**src/rtl/arpg_pkg.sv**
```systemverilog
package arpg_pkg;
  localparam int unsigned ADDR_W    = 36;
  localparam int unsigned ALIGN_LO  = 3;
  localparam int unsigned BE_W      = 8;
  localparam int unsigned BE_LSB    = 8;
  localparam int unsigned PAR_SPLIT = 24;
  localparam int unsigned PAR_W     = 2;

  typedef enum logic [1:0] {
    PH_IDLE = 2'd0,
    PH_ADDR = 2'd1,
    PH_BE   = 2'd2
  } phase_e;
endpackage

```
**src/rtl/arpg_addr_parity.sv**
```systemverilog
module arpg_addr_parity #(
  parameter int unsigned ADDR_W = 36,
  parameter int unsigned LO     = 3,
  parameter int unsigned SPLIT  = 24
) (
  input  logic [ADDR_W-1:LO] addr,
  output logic [1:0]         par
);
  localparam int unsigned LOW_N  = SPLIT - LO;
  localparam int unsigned HIGH_N = ADDR_W - SPLIT;

  logic [LOW_N-1:0]  low_field;
  logic [HIGH_N-1:0] high_field;

  always_comb begin
    low_field  = addr[SPLIT-1:LO];
    high_field = addr[ADDR_W-1:SPLIT];
    par[0]     = ^low_field;
    par[1]     = ^high_field;
  end
endmodule

```
**src/rtl/arpg_sequencer.sv**
```systemverilog
module arpg_sequencer
  import arpg_pkg::*;
#(
  parameter int unsigned AW    = ADDR_W,
  parameter int unsigned LO    = ALIGN_LO,
  parameter int unsigned BW    = BE_W,
  parameter int unsigned BLSB  = BE_LSB,
  parameter int unsigned SPLIT = PAR_SPLIT
) (
  input  logic            clk,
  input  logic            rst_n,
  input  logic            req_valid,
  output logic            req_ready,
  input  logic [AW-1:LO]  req_addr,
  input  logic [BW-1:0]   req_be,
  input  logic            req_wr,
  output logic [AW-1:0]   bus_addr,
  output logic [1:0]      bus_par,
  output logic            bus_strb,
  output logic            bus_wr
);
  localparam int unsigned PAD_W = AW - BW;

  phase_e          ph_q, ph_d;
  logic [AW-1:LO]  addr_q;
  logic [BW-1:0]   be_q;
  logic            wr_q;
  logic            take;
  logic [1:0]      par_calc;
  logic [AW-1:0]   be_lines;

  assign take = req_valid && (ph_q == PH_IDLE);

  always_comb begin
    ph_d = ph_q;
    unique case (ph_q)
      PH_IDLE: if (take) ph_d = PH_ADDR;
      PH_ADDR: ph_d = PH_BE;
      PH_BE:   ph_d = PH_IDLE;
      default: ph_d = PH_IDLE;
    endcase
  end

  always_ff @(posedge clk or negedge rst_n) begin
    if (!rst_n) ph_q <= PH_IDLE;
    else        ph_q <= ph_d;
  end

  always_ff @(posedge clk or negedge rst_n) begin
    if (!rst_n) begin
      addr_q <= '0;
      be_q   <= '0;
      wr_q   <= 1'b0;
    end else if (take) begin
      addr_q <= req_addr;
      be_q   <= req_be;
      wr_q   <= req_wr;
    end
  end

  arpg_addr_parity #(.ADDR_W(AW), .LO(LO), .SPLIT(SPLIT)) u_gen_par (
    .addr (addr_q),
    .par  (par_calc)
  );

  assign be_lines = {{PAD_W{1'b0}}, be_q} << BLSB;

  always_comb begin
    req_ready = (ph_q == PH_IDLE);
    bus_strb  = (ph_q == PH_ADDR);
    bus_wr    = (ph_q != PH_IDLE) && wr_q;
    bus_par   = '0;
    bus_addr  = '0;
    if (ph_q == PH_ADDR) begin
      bus_addr = {addr_q, {LO{1'b0}}};
      bus_par  = par_calc;
    end else if (ph_q == PH_BE) begin
      bus_addr = be_lines;
    end
  end

  AST_STRB_ONE_CLK: assert property (@(posedge clk) disable iff (!rst_n)
    bus_strb |=> !bus_strb);
  AST_ACCEPT_LAUNCH: assert property (@(posedge clk) disable iff (!rst_n)
    (req_valid && req_ready) |=> (bus_strb && bus_addr[AW-1:LO] == $past(req_addr)));
  AST_BE_ONLY_LANES: assert property (@(posedge clk) disable iff (!rst_n)
    bus_strb |=> ((bus_addr & ~({{PAD_W{1'b0}}, {BW{1'b1}}} << BLSB)) == '0));
  AST_BUSY_NOT_READY: assert property (@(posedge clk) disable iff (!rst_n)
    bus_strb |=> !req_ready);
endmodule

```
**src/rtl/arpg_rx_check.sv**
```systemverilog
module arpg_rx_check
  import arpg_pkg::*;
#(
  parameter int unsigned AW    = ADDR_W,
  parameter int unsigned LO    = ALIGN_LO,
  parameter int unsigned SPLIT = PAR_SPLIT
) (
  input  logic           clk,
  input  logic           rst_n,
  input  logic [AW-1:LO] mon_addr,
  input  logic [1:0]     mon_par,
  input  logic           mon_strb,
  output logic           par_err
);
  logic [1:0] par_exp;
  logic       err_d, err_q;

  arpg_addr_parity #(.ADDR_W(AW), .LO(LO), .SPLIT(SPLIT)) u_chk_par (
    .addr (mon_addr),
    .par  (par_exp)
  );

  assign err_d = mon_strb && (par_exp != mon_par);

  always_ff @(posedge clk or negedge rst_n) begin
    if (!rst_n) err_q <= 1'b0;
    else        err_q <= err_d;
  end

  assign par_err = err_q;

  AST_ERR_NEEDS_STRB: assert property (@(posedge clk) disable iff (!rst_n)
    par_err |-> $past(mon_strb));
  AST_ERR_ON_BAD_PAR: assert property (@(posedge clk) disable iff (!rst_n)
    (mon_strb && (mon_par != par_exp)) |=> par_err);
endmodule

```
**src/rtl/addr_req_phase_gen.sv**
```systemverilog
module addr_req_phase_gen
  import arpg_pkg::*;
(
  input  logic                    clk,
  input  logic                    rst_n,
  input  logic                    req_valid,
  output logic                    req_ready,
  input  logic [ADDR_W-1:ALIGN_LO] req_addr,
  input  logic [BE_W-1:0]         req_be,
  input  logic                    req_wr,
  output logic [ADDR_W-1:0]       bus_addr,
  output logic [PAR_W-1:0]        bus_par,
  output logic                    bus_strb,
  output logic                    bus_wr,
  input  logic [ADDR_W-1:ALIGN_LO] mon_addr,
  input  logic [PAR_W-1:0]        mon_par,
  input  logic                    mon_strb,
  output logic                    par_err
);
  arpg_sequencer #(
    .AW(ADDR_W), .LO(ALIGN_LO), .BW(BE_W), .BLSB(BE_LSB), .SPLIT(PAR_SPLIT)
  ) u_seq (
    .clk       (clk),
    .rst_n     (rst_n),
    .req_valid (req_valid),
    .req_ready (req_ready),
    .req_addr  (req_addr),
    .req_be    (req_be),
    .req_wr    (req_wr),
    .bus_addr  (bus_addr),
    .bus_par   (bus_par),
    .bus_strb  (bus_strb),
    .bus_wr    (bus_wr)
  );

  arpg_rx_check #(
    .AW(ADDR_W), .LO(ALIGN_LO), .SPLIT(PAR_SPLIT)
  ) u_rx (
    .clk      (clk),
    .rst_n    (rst_n),
    .mon_addr (mon_addr),
    .mon_par  (mon_par),
    .mon_strb (mon_strb),
    .par_err  (par_err)
  );

  AST_IDLE_QUIET: assert property (@(posedge clk) disable iff (!rst_n)
    req_ready |-> (bus_addr == '0 && bus_par == '0 && !bus_strb && !bus_wr));
endmodule

```
**config.mk**
```make
export PLATFORM = sky130hd
export DESIGN_NAME = addr_req_phase_gen
export DESIGN_NICKNAME = d
export VERILOG_FILES = /design/src/rtl/arpg_pkg.sv /design/src/rtl/arpg_addr_parity.sv /design/src/rtl/arpg_sequencer.sv /design/src/rtl/arpg_rx_check.sv /design/src/rtl/addr_req_phase_gen.sv
export SDC_FILE = /design/constraint.sdc
export NUM_CORES = 1
export LEC_CHECK = 0
export BUFFER_PORTS_ARGS = -buffer_cell sky130_fd_sc_hd__clkbuf_2
export CAP_MARGIN = 25
export CORE_ASPECT_RATIO = 1.25
export CORE_MARGIN = 2
export CORE_UTILIZATION = 50
export DETAILED_ROUTE_END_ITERATION = 10
export PLACE_DENSITY_LB_ADDON = 0.2
export SLEW_MARGIN = 20
export SYNTH_ARGS = -nofsm -noshare
export SYNTH_HDL_FRONTEND = slang
export SYNTH_HIERARCHICAL = 1
export SYNTH_SLANG_ARGS = --single-unit
```
**constraint.sdc**
```tcl
create_clock -name clk -period 3.4 [get_ports clk]
set_input_delay 1.02 -clock clk [delete_from_list [all_inputs] [get_ports clk]]
set_output_delay 1.02 -clock clk [all_outputs]
set_load 0.005 [all_outputs]
```
# Yosys cells after proc, flatten, opt, wreduce, memory -nomap -nowiden
# Cells that the tools add are included.
# op_classes
n_reduce_logical	9
n_eq_ne	4
muxes	5
# op_table
op	count
parity 21 bit	2
2-to-1 mux 36 bit	1
parity 12 bit	2
2-to-1 mux 16 bit	1
2-to-1 mux 2 bit	2
one-hot mux 2 bit (2 select lines)	1
logical AND 1 bit	3
equality test 2 x 1 -> 1 bit (second input constant)	1
equality test 2 bit (second input constant)	1
logical NOT 2 bit	1
inequality test 2 x 1 -> 1 bit (second input constant)	1
inequality test 2 bit	1
nonzero test 2 bit	1
# totals
ff_bits	45
word_cells	23
output_inout_bits	42
inputBits	81

# Longest topological paths before layout
# Gate-level depths: netlist of the first run.
# logic_depth
ltp_word	4
ltp_mapped	6
mapped_depth_nobuf	6

# Modules after synthesis
# Netlist of the first run, hierarchy kept.
# by_module_without_submodules
mod	instances	area_per_inst_um2	cells_each	seq_area_each_um2
arpg_sequencer	1	1956.9	140	1101.1
arpg_addr_parity	2	276.5	30	0.0
arpg_rx_check	1	50.0	4	25.0

# Worst setup path after synthesis of the first run
# No wires, ideal clock.
# synth_timing
path_kind	reg2out
from	register u_seq/addr_q[19] in the netlist's numbering
to	output bus_par[0]
stages_incl_launch_ff	6
setup_slack_ns	1.013
path_buffers	0
arrival_time_ns	1.367
t_required_ns	2.380
cell_sequence	dfrtp_1 -> xor2_1 -> xnor2_1 -> xnor2_1 -> xnor3_1 -> and2_1
# synth_via
elab_chain_len	2
# synth_rtl
item	line	text
start, declared	arpg_sequencer.sv:25	logic [AW-1:LO] addr_q;
start signal, assigned	arpg_sequencer.sv:55	addr_q <= req_addr;
parity 21 bit	arpg_addr_parity.sv:18	par[0] = ^low_field;
named net u_seq.par_calc[0]	arpg_sequencer.sv:29	logic [1:0] par_calc;
2-to-1 mux 2 bit	arpg_sequencer.sv:74	if (ph_q == PH_ADDR) begin
end, declared	addr_req_phase_gen.sv:12	output logic [PAR_W-1:0] bus_par,
# The timed path passes the listed nets, and every way through them passes these cells.

# Worst setup path after layout of the first run
# layout_timing
from	register u_seq/addr_q[10] in the netlist's numbering
to	output bus_par[0]
# Same word-level chain as after synthesis.

==> metrics.txt, run 1 <==
status completed; GRT Util Overall 0.1784; Die Ht 84 microns; R2R setup slack 1.84 ns; Fmax 344.6 MHz; Slowest-stage cell, CP dfrtp_1; DR vias/cell 4.747; post-synthesis mux area share 0.1848; antenna-violating nets left 0; Yosys cell types 18; top_reg_cell synth dfrtp_1; residual DRC count 0; worst reg2reg path depth 3; Critical Path Sink Type primary output; Slew Limit Headroom 0.6146; detailed placement HPWL 3.833 mm; Syn Inst Count 204; gp weighted congestion 0.6785; #FFs+latches synth 45; number of flops mapped to enable cells by yosys 0; Reg-to-Reg End u_seq/addr_q[18]$_DFFE_PN0P_; critical path fanouts, max 3; Post-Synth XOR/XNOR Area 0.2229; worst skew pair latency 0.30 ns; top-count cell post-synth xnor2_1; asr flop ratio synth 1.000; Seq/Total Area, Yosys 0.4399; Area contributors post-synth dfrtp_1, xnor2_1, mux2_2; drt pass-1 iters 2; Root Buffer Master clkbuf_8; maximum root-to-sink buffer count 2; Yosys warning total 6; Total Wirelength 4.774 mm; CP max stage delay 0.41 ns; Period minus WS final 2.902 ns; vias in the first global route 1913; most used cell, CP xnor2_1; Layout area overhead 28.93%; core box area 0.005007 sq mm; adder-cell share of the synthesized area 0; antenna violations before repair 0; clk slew on worst S/H paths 0.08 ns; setup tns final 0 ns; Leak 1.587 nW; Worst EP arrival 1.88 ns; clock tree from TritonCTS done; post-synth top area cell dfrtp_1; Worst Max-Slew Pin Slew 0.5754 ns; skew final 0.008081 ns; Critical path buffers and inverters 1; CP Cell Sequence xnor2_1 -> xnor2_1 -> xnor2_1 -> xnor3_1 -> and2_1 -> clkbuf_2; grt total ovfl 0; worst reg2reg path startpoint u_seq/ph_q[0]$_DFFE_PN0P_; hold_buf cts 0; PortBufs 119; Initial Utilization 0.5112; Synth Cell Area 0.002560 sq mm; Core Rows 29; htree depth 2; setup violators final 0; Avg Cell Area, Syn 12.55 sq um; Synth top cells by count xnor2_1, dfrtp_1, mux2_2; post-synth top area share 0.4399; io pins 123; Hold Crit Class reg2reg; Fin. Hold Viols 0; first-pass GRT wire length 7.728 mm; initial DRC count 43; TritonCTS Sinks 45; Tcrit/Tclk final 0.8534; largest net degree at the start of global routing 46; drt wl/cell 12.30 microns; Setup crit end bus_par[0]; # diodes 0; Post-Synth Simple-Gate Area 0.08504; WHS 0.5118 ns; Die Footprint 0.005712 sq mm; die width 68 microns; final max-slew violation count 0; largest family of logic cells by synthesized area XOR/XNOR gates; critical path depth in cells 6; Vias 1842; final net count 406; total power per unit cell area 653.2 mW/mm^2; Worst Path Required 2.38 ns; post-cts resize count 0; CP top delay family XOR/XNOR gates; CP Launch Point u_seq/addr_q[10]$_DFFE_PN0P_; total of max-cap violations 0; Synth Area in Compound Gates 0.03030; Post-CTS Setup Bufs 0; Max VDD drop 0.3314 mV; Num CTS Buffers 5; Worst Setup Start Kind flop; layout cell share with drive strength beyond 1 0.5307; WS Path Type reg2out; RSZ-0062 raised after global routing false
how the worst min path moves through the flow:
stage | endpoint | cells past startpoint | slack [ns] | start
5_1_grt | u_seq/wr_q$_DFFE_PN0P_ | 1 | 0.54 | u_seq/wr_q$_DFFE_PN0P_
4_1_cts | u_seq/be_q[3]$_DFFE_PN0P_ | 1 | 0.52 | u_seq/be_q[3]$_DFFE_PN0P_
6_report | u_seq/be_q[1]$_DFFE_PN0P_ | 1 | 0.51 | u_seq/be_q[1]$_DFFE_PN0P_
3_5_place_dp | u_seq/be_q[3]$_DFFE_PN0P_ | 1 | 0.50 | u_seq/be_q[3]$_DFFE_PN0P_
3_3_place_gp | u_seq/wr_q$_DFFE_PN0P_ | 1 | 0.47 | u_seq/wr_q$_DFFE_PN0P_
2_1_floorplan | u_seq/wr_q$_DFFE_PN0P_ | 1 | 0.45 | u_seq/wr_q$_DFFE_PN0P_
power breakdown:
group          internal (mW)  leakage [nW]  switching (mW)
clock                  0.221        0.0554           0.175
combinational          0.618          1.00           0.359
sequential             0.675         0.528           0.108
stage by stage:
step / utilization / total power, mW / worst slack (ns) / cell area, sq um / cells
after floorplan: - / 1.536 / 1.013 / 2567 / 206
after global placement: 0.6369 / 1.760 / 0.8364 / 3189 / 380
after detailed placement: 0.6369 / 1.789 / 0.8013 / 3189 / 380
after CTS: 0.6592 / 2.194 / 0.4614 / 3301 / 388
after global routing: 0.6592 / 2.319 / 0.3809 / 3301 / 388
final: 0.6592 / 2.156 / 0.4983 / 3301 / 388
state kept, by name (all words and copies together) (netlist names):
name	flops
u_seq/addr_q	33
u_seq/wr_q	1
u_seq/ph_q	2
u_rx/par_err	1
u_seq/be_q	8
kinds of logic after synthesis:
family / after synthesis
XOR/XNOR: 62
flip-flops: 45
multiplexers: 42
AND/OR/NAND/NOR: 33
buffers and inverters: 12
AO/OA/AOI/OAI: 9
other: 1
placed cells by master (no fill, tap or decap), types with 2 or more instances in the layout:
cell type	instances
clkbuf_2	119
xnor2_1	52
dfrtp_1	45
mux2_2	40
and2_1	27
xor2_1	8
a22o_1	8
clkbuf_8	5
buf_4	5
conb_1	3
xnor3_1	2
nor2b_1	2
mux2_1	2
cell type report:
type	instances	area, sq um
clock buffers	6	72.57
clock inverters	2	38.79
fillers	419	1707
multi-input cells	149	1353
flip-flops and latches	45	1126
well taps	62	77.57
repair buffers	124	633.1
worst register-to-register path, delay by kind of cell, from the launching register on:
family	cells	cell delay, ns
muxes	1	0.40
and+or+nand+nor	1	0.22
buffers and inverters	1	0.38
DFF	1	0.44
layer usage:
layer | global-route usage | routed length [microns] | up-vias
met5 | 0 | 0 | -
met4 | 0.06727 | 61 | 0
met3 | 0.06343 | 413 | 6
met2 | 0.3239 | 2570 | 74
met1 | 0.1770 | 1728 | 852
li1 | - | - | 910
(Power assumes the default switching activity.)
==> run 2: changes to the inputs <==
--- a/config.mk
+++ b/config.mk
@@ -8,8 +8,7 @@
 export BUFFER_PORTS_ARGS = -buffer_cell sky130_fd_sc_hd__clkbuf_2
 export CAP_MARGIN = 25
 export CORE_ASPECT_RATIO = 1.25
-export CORE_MARGIN = 2
-export CORE_UTILIZATION = 50
+export CORE_UTILIZATION = 46
 export DETAILED_ROUTE_END_ITERATION = 10
 export PLACE_DENSITY_LB_ADDON = 0.2
 export SLEW_MARGIN = 20
==> constraint.sdc (replaced) <==
create_clock -name clk -period 2.8 [get_ports clk]
set_input_delay 0.84 -clock clk [delete_from_list [all_inputs] [get_ports clk]]
set_output_delay 0.84 -clock clk [all_outputs]
set_load 0.005 [all_outputs]
==> run 2 against run 1 <==
Register-to-register slack got worse by 0.50 ns. Combinational power rose by 24%. Wire length fell by 0.31%. Clock power barely moved. Via count rose by 0.71%. Utilization fell by 4.7 points. Worst setup slack got worse by 0.39 ns. Highest routed layer unchanged. Power rose by 18%. Global-route usage fell by 0.71 points. Die area rose by 2.8%. Clock-buffer cell count rose by 1.
==> metrics.txt, run 2 (synthesized netlist as in run 1, its figures left out) <==
htree depth 2; cell area after layout 0.003308 sq mm; Fin. Hold Viols 0; clk slew on worst S/H paths 0.08 ns; Top reg by flops u_seq/addr_q; grt total ovfl 0; placed cells 383; antenna violations before repair 0; residual DRC count 0; antenna-violating nets left 0; biggest regs u_seq/addr_q: 33 flops, u_seq/be_q: 8 flops, u_seq/ph_q: 2 flops; Max VDD drop 0.3694 mV; total of max-cap violations 0; Worst Path Required 1.96 ns; drt pass-1 iters 5; gp weighted congestion 0.6907; Post-CTS Setup Bufs 0; io pins 123; drt wl/cell 12.20 microns; Critical Path Sink Type primary output; clock tree from TritonCTS done; # diodes 0; worst skew pair latency 0.29 ns; Tcrit/Tclk final 0.9606; Worst Max-Slew Pin Slew 0.7927 ns; skew final 0.007741 ns; layout cell share with drive strength beyond 1 0.5399; Die Ht 85.41 microns; Slew Limit Headroom 0.4715; Hold Crit Class reg2reg; Fmax 371.8 MHz; most common cell after layout, fill and taps aside clkbuf_2; total power per unit cell area 771.5 mW/mm^2; initial DRC count 38; commonest cells after routing, fill and taps aside clkbuf_2, xnor2_1, dfrtp_1; status completed; Total Wirelength 4.759 mm; Num CTS Buffers 5; die width 68.73 microns; placed cell area 0.003199 sq mm; hold_buf cts 0; final net count 407; max FFs per register 33; Root Buffer Master clkbuf_8; Initial Utilization 0.4736; CP Cell Sequence xor2_1 -> xnor2_2 -> xnor2_1 -> xnor3_1 -> and2_1 -> clkbuf_2; Layout area overhead 29.23%; Period minus WS final 2.690 ns; GRT Util Overall 0.1713; first-pass GRT wire length 7.417 mm; detailed placement HPWL 3.888 mm; Non-Filler Instances 390; Vias 1855; post-cts resize count 0; Worst Setup Start Kind flop; Slowest-stage cell, CP dfrtp_1; setup violators final 0; Leak 1.598 nW; PortBufs 119; CP max stage delay 0.40 ns; Core Rows 30; WHS 0.4834 ns; Die Footprint 0.005869 sq mm; Critical path buffers and inverters 1; TritonCTS Sinks 45; vias in the first global route 1778; Worst EP arrival 1.85 ns; final max-slew violation count 0; DR vias/cell 4.756; Place WS 0.3869 ns; largest net degree at the start of global routing 33; core box area 0.005405 sq mm; WS Path Type reg2out; critical path fanouts, max 3; CP top delay family XOR/XNOR gates; maximum root-to-sink buffer count 2; setup ws final 0.1104 ns
[run 2: stage by stage]
step / TNS, ns / util / power (mW)
finish: 0 / 0.6120 / 2.552
CTS: 0 / 0.6079 / 2.575
floorplan: 0 / - / 1.865
detailed placement: 0 / 0.5919 / 2.176
global placement: 0 / 0.5919 / 2.142
global route: -0.01533 / 0.6120 / 2.753
[run 2: cell type report]
| type | count | area (sq um) |
|---|---|---|
| clock buffers | 7 | 86.33 |
| fillers | 486 | 2097 |
| multi-input cells | 149 | 1375 |
| flip-flops and latches | 45 | 1126 |
| well taps | 64 | 80.08 |
| repair buffers | 125 | 640.6 |
[run 2: layer usage]
metal | vias to the layer above | global-route usage | wire length [microns] | share of wire
met1 | 864 | 0.1744 | 1862 | 0.39
met5 | - | 0 | 0 | 0
met3 | 4 | 0.05376 | 370 | 0.078
met4 | 0 | 0.05751 | 48 | 0.010
met2 | 81 | 0.3164 | 2478 | 0.52
li1 | 906 | - | - | -
[run 2: final timing paths]
check                                               end                    startpoint  slack (ns)  depth (start not counted)
hold / removal                   u_seq/wr_q$_DFFE_PN0P_        u_seq/wr_q$_DFFE_PN0P_        0.48                          1
min in group asynchronous     u_seq/be_q[5]$_DFFE_PN0P_                         rst_n        0.62                          1
max in group asynchronous     u_seq/be_q[6]$_DFFE_PN0P_                         rst_n        1.54                          2
setup / recovery                             bus_par[0]  u_seq/addr_q[19]$_DFFE_PN0P_        0.11                          6
setup reg to reg           u_seq/addr_q[16]$_DFFE_PN0P_     u_seq/ph_q[1]$_DFFE_PN0P_        1.34                          3
hold reg to reg                  u_seq/wr_q$_DFFE_PN0P_        u_seq/wr_q$_DFFE_PN0P_        0.48                          1
[run 2: report_power, final]
part	internal (mW)	total (mW)	switching [mW]
Clock	0.196	0.393	0.197
Combinational	0.769	1.21	0.437
Sequential	0.819	0.953	0.134
Total	1.78	2.55	0.768
==> run 3: changes to the inputs <==
--- a/config.mk
+++ b/config.mk
@@ -14,5 +14,4 @@
 export SLEW_MARGIN = 20
 export SYNTH_ARGS = -nofsm -noshare
 export SYNTH_HDL_FRONTEND = slang
-export SYNTH_HIERARCHICAL = 1
 export SYNTH_SLANG_ARGS = --single-unit
==> run 3 against run 2 <==
Maximum frequency is 4.9% higher. Combinational power barely moved. Area after synthesis decreased by 1.5%. Utilization is 2.2 points higher. Non-clock buffer count down 2. Critical endpoint unchanged. Sequential cell count unchanged.
==> metrics.txt, run 3 <==
status completed; Hold Crit Class in2async; Avg Cell Area, Syn 12.18 sq um; most used cell, CP xnor2_1; clock tree from TritonCTS done; Yosys warning total 0; setup ws final 0.2357 ns; number of flops mapped to enable cells by yosys 0; worst skew pair latency 0.28 ns; cell area after layout 0.003289 sq mm; Slowest-stage cell, CP dfrtp_1; drt pass-1 iters 4; largest net degree at the start of global routing 44; drt wl/cell 12.05 microns; CP Launch Point u_seq.addr_q[13]$_DFFE_PN0P_; Worst Max-Slew Pin Slew 0.6982 ns; Seq/Total Area, Yosys 0.4467; antenna-violating nets left 0; maximum root-to-sink buffer count 2; Slew Limit Headroom 0.5336; post-synth top area share 0.4467; core box area 0.005189 sq mm; total power per unit cell area 798.8 mW/mm^2; Fin. Hold Viols 0; Worst Path Required 1.96 ns; layout cell share with drive strength beyond 1 0.5305; most common cell after layout, fill and taps aside clkbuf_2; Max VDD drop 0.2873 mV; Critical path buffers and inverters 1; DR vias/cell 4.828; Post-CTS Setup Bufs 0; first-pass GRT wire length 7.320 mm; Worst Setup Start Kind flop; detailed placement HPWL 3.656 mm; CP max stage delay 0.41 ns; CP top delay family XOR/XNOR gates; residual DRC count 0; clk slew on worst S/H paths 0.08 ns; initial DRC count 53; GRT Util Overall 0.1691; Leak 1.580 nW; setup violators final 0; asr flop ratio synth 1.000; commonest cells after routing, fill and taps aside clkbuf_2, xnor2_1, dfrtp_1; final max-slew violation count 0; Layout area overhead 30.47%; RSZ-0062 raised after global routing false; final core utilization 0.6340; critical path depth in cells 7; final net count 408; # diodes 0; placed cell area 0.003173 sq mm; Syn Inst Count 207; htree depth 2; post-cts resize count 0; max FFs per register 33; Root Buffer Master clkbuf_8; io pins 123; R2R setup slack 1.27 ns; post-synth top area cell dfrtp_1; gp weighted congestion 0.7456; Period minus WS final 2.564 ns; Core Rows 29; Non-Filler Instances 390; Num CTS Buffers 5; Place WS 0.5308 ns; WS Path Type reg2out; grt total ovfl 0; setup tns final 0 ns; Reg-to-Reg End u_seq.addr_q[11]$_DFFE_PN0P_; Fmax 390.0 MHz; total of max-cap violations 0; vias in the first global route 1797; Synth Cell Area 0.002521 sq mm; #FFs+latches synth 45; top_reg_cell synth dfrtp_1; top-count cell post-synth xnor2_1; Setup crit end bus_par[0]; WHS 0.4783 ns; Synth top cells by count xnor2_1, dfrtp_1, mux2_2; hold_buf cts 0; Die Ht 84.77 microns; die width 68.22 microns; PortBufs 119; placed cells 382; Area contributors post-synth dfrtp_1, mux2_2, xnor2_1; worst reg2reg path depth 4; worst reg2reg path startpoint u_seq.ph_q[0]$_DFFE_PN0P_; Yosys cell types 16; skew final 0.004287 ns; biggest regs u_seq.addr_q: 33 flops, u_seq.be_q: 8 flops, u_seq.ph_q: 2 flops; Critical Path Sink Type primary output; Worst EP arrival 1.72 ns; CP Cell Sequence xnor2_1 -> xnor2_1 -> xnor2_1 -> xnor2_1 -> xnor2_1 -> nor2_1 -> clkbuf_2; TritonCTS Sinks 45; Tcrit/Tclk final 0.9158; critical path fanouts, max 3; antenna violations before repair 0; Total Wirelength 4.701 mm; Tot Pwr 2.628 mW; Die Footprint 0.005783 sq mm; Vias 1883; Initial Utilization 0.4859; Top reg by flops u_seq.addr_q
run 3: cell types whose count changed after synthesis, sizes merged, moves of 2 or more:
| cell | before | now |
|---|---|---|
| xnor3 | 2 | 0 |
| inv | 0 | 2 |
| xnor2 | 52 | 54 |
| nor2 | 1 | 3 |
| xor2 | 8 | 10 |
run 3: power by group:
group          leakage [nW]  switching, mW  internal [mW]
clock network        0.0585          0.209          0.291
registers             0.528          0.127          0.819
logic                 0.994          0.471          0.710
run 3: worst register-to-register path: stages, from the launching register on:
cell and delay, ns:
dfrtp_1 0.40, nor2_1 0.18, and2_2 0.20, buf_12 0.23
mux2_2 0.40
run 3: cell families (layout without fill, tap and decap cells):
| logic type | count (synthesis) | after routing | share of synthesized area |
|---|---|---|---|
| other | 1 | 3 | 0.001487 |
| AO/OA/AOI/OAI | 9 | 9 | 0.03077 |
| buffers and inverters | 14 | 133 | 0.03176 |
| AND/OR/NAND/NOR | 32 | 32 | 0.07643 |
| flip-flops | 45 | 45 | 0.4467 |
| XOR/XNOR | 64 | 64 | 0.2253 |
| multiplexers | 42 | 42 | 0.1876 |
run 3: worst min path at each step:
stage / to
after floorplan: u_seq.wr_q$_DFFE_PN0P_
after global placement: u_seq.wr_q$_DFFE_PN0P_
after detailed placement: u_seq.wr_q$_DFFE_PN0P_
after CTS: u_seq.addr_q[6]$_DFFE_PN0P_
after global routing: u_seq.addr_q[6]$_DFFE_PN0P_
final: u_seq.addr_q[6]$_DFFE_PN0P_
run 3: layout make-up:
class                           instances  area, sq um
Multi-Input combinational cell        150         1324
Sequential cell                        45         1126
Inverter                                2        7.507
Fill cell                             444         1899
Clock inverter                          1        30.03
Clock buffer                            7        86.33
Tap cell                               62        77.57
Timing Repair Buffer                  123        638.1
run 3: routing by layer:
layer	vias up	wire length, microns	global-route usage
met3	6	362	0.05571
met4	0	91	0.06818
met5	-	0	0
met1	882	1802	0.1596
li1	910	-	-
met2	85	2445	0.3164
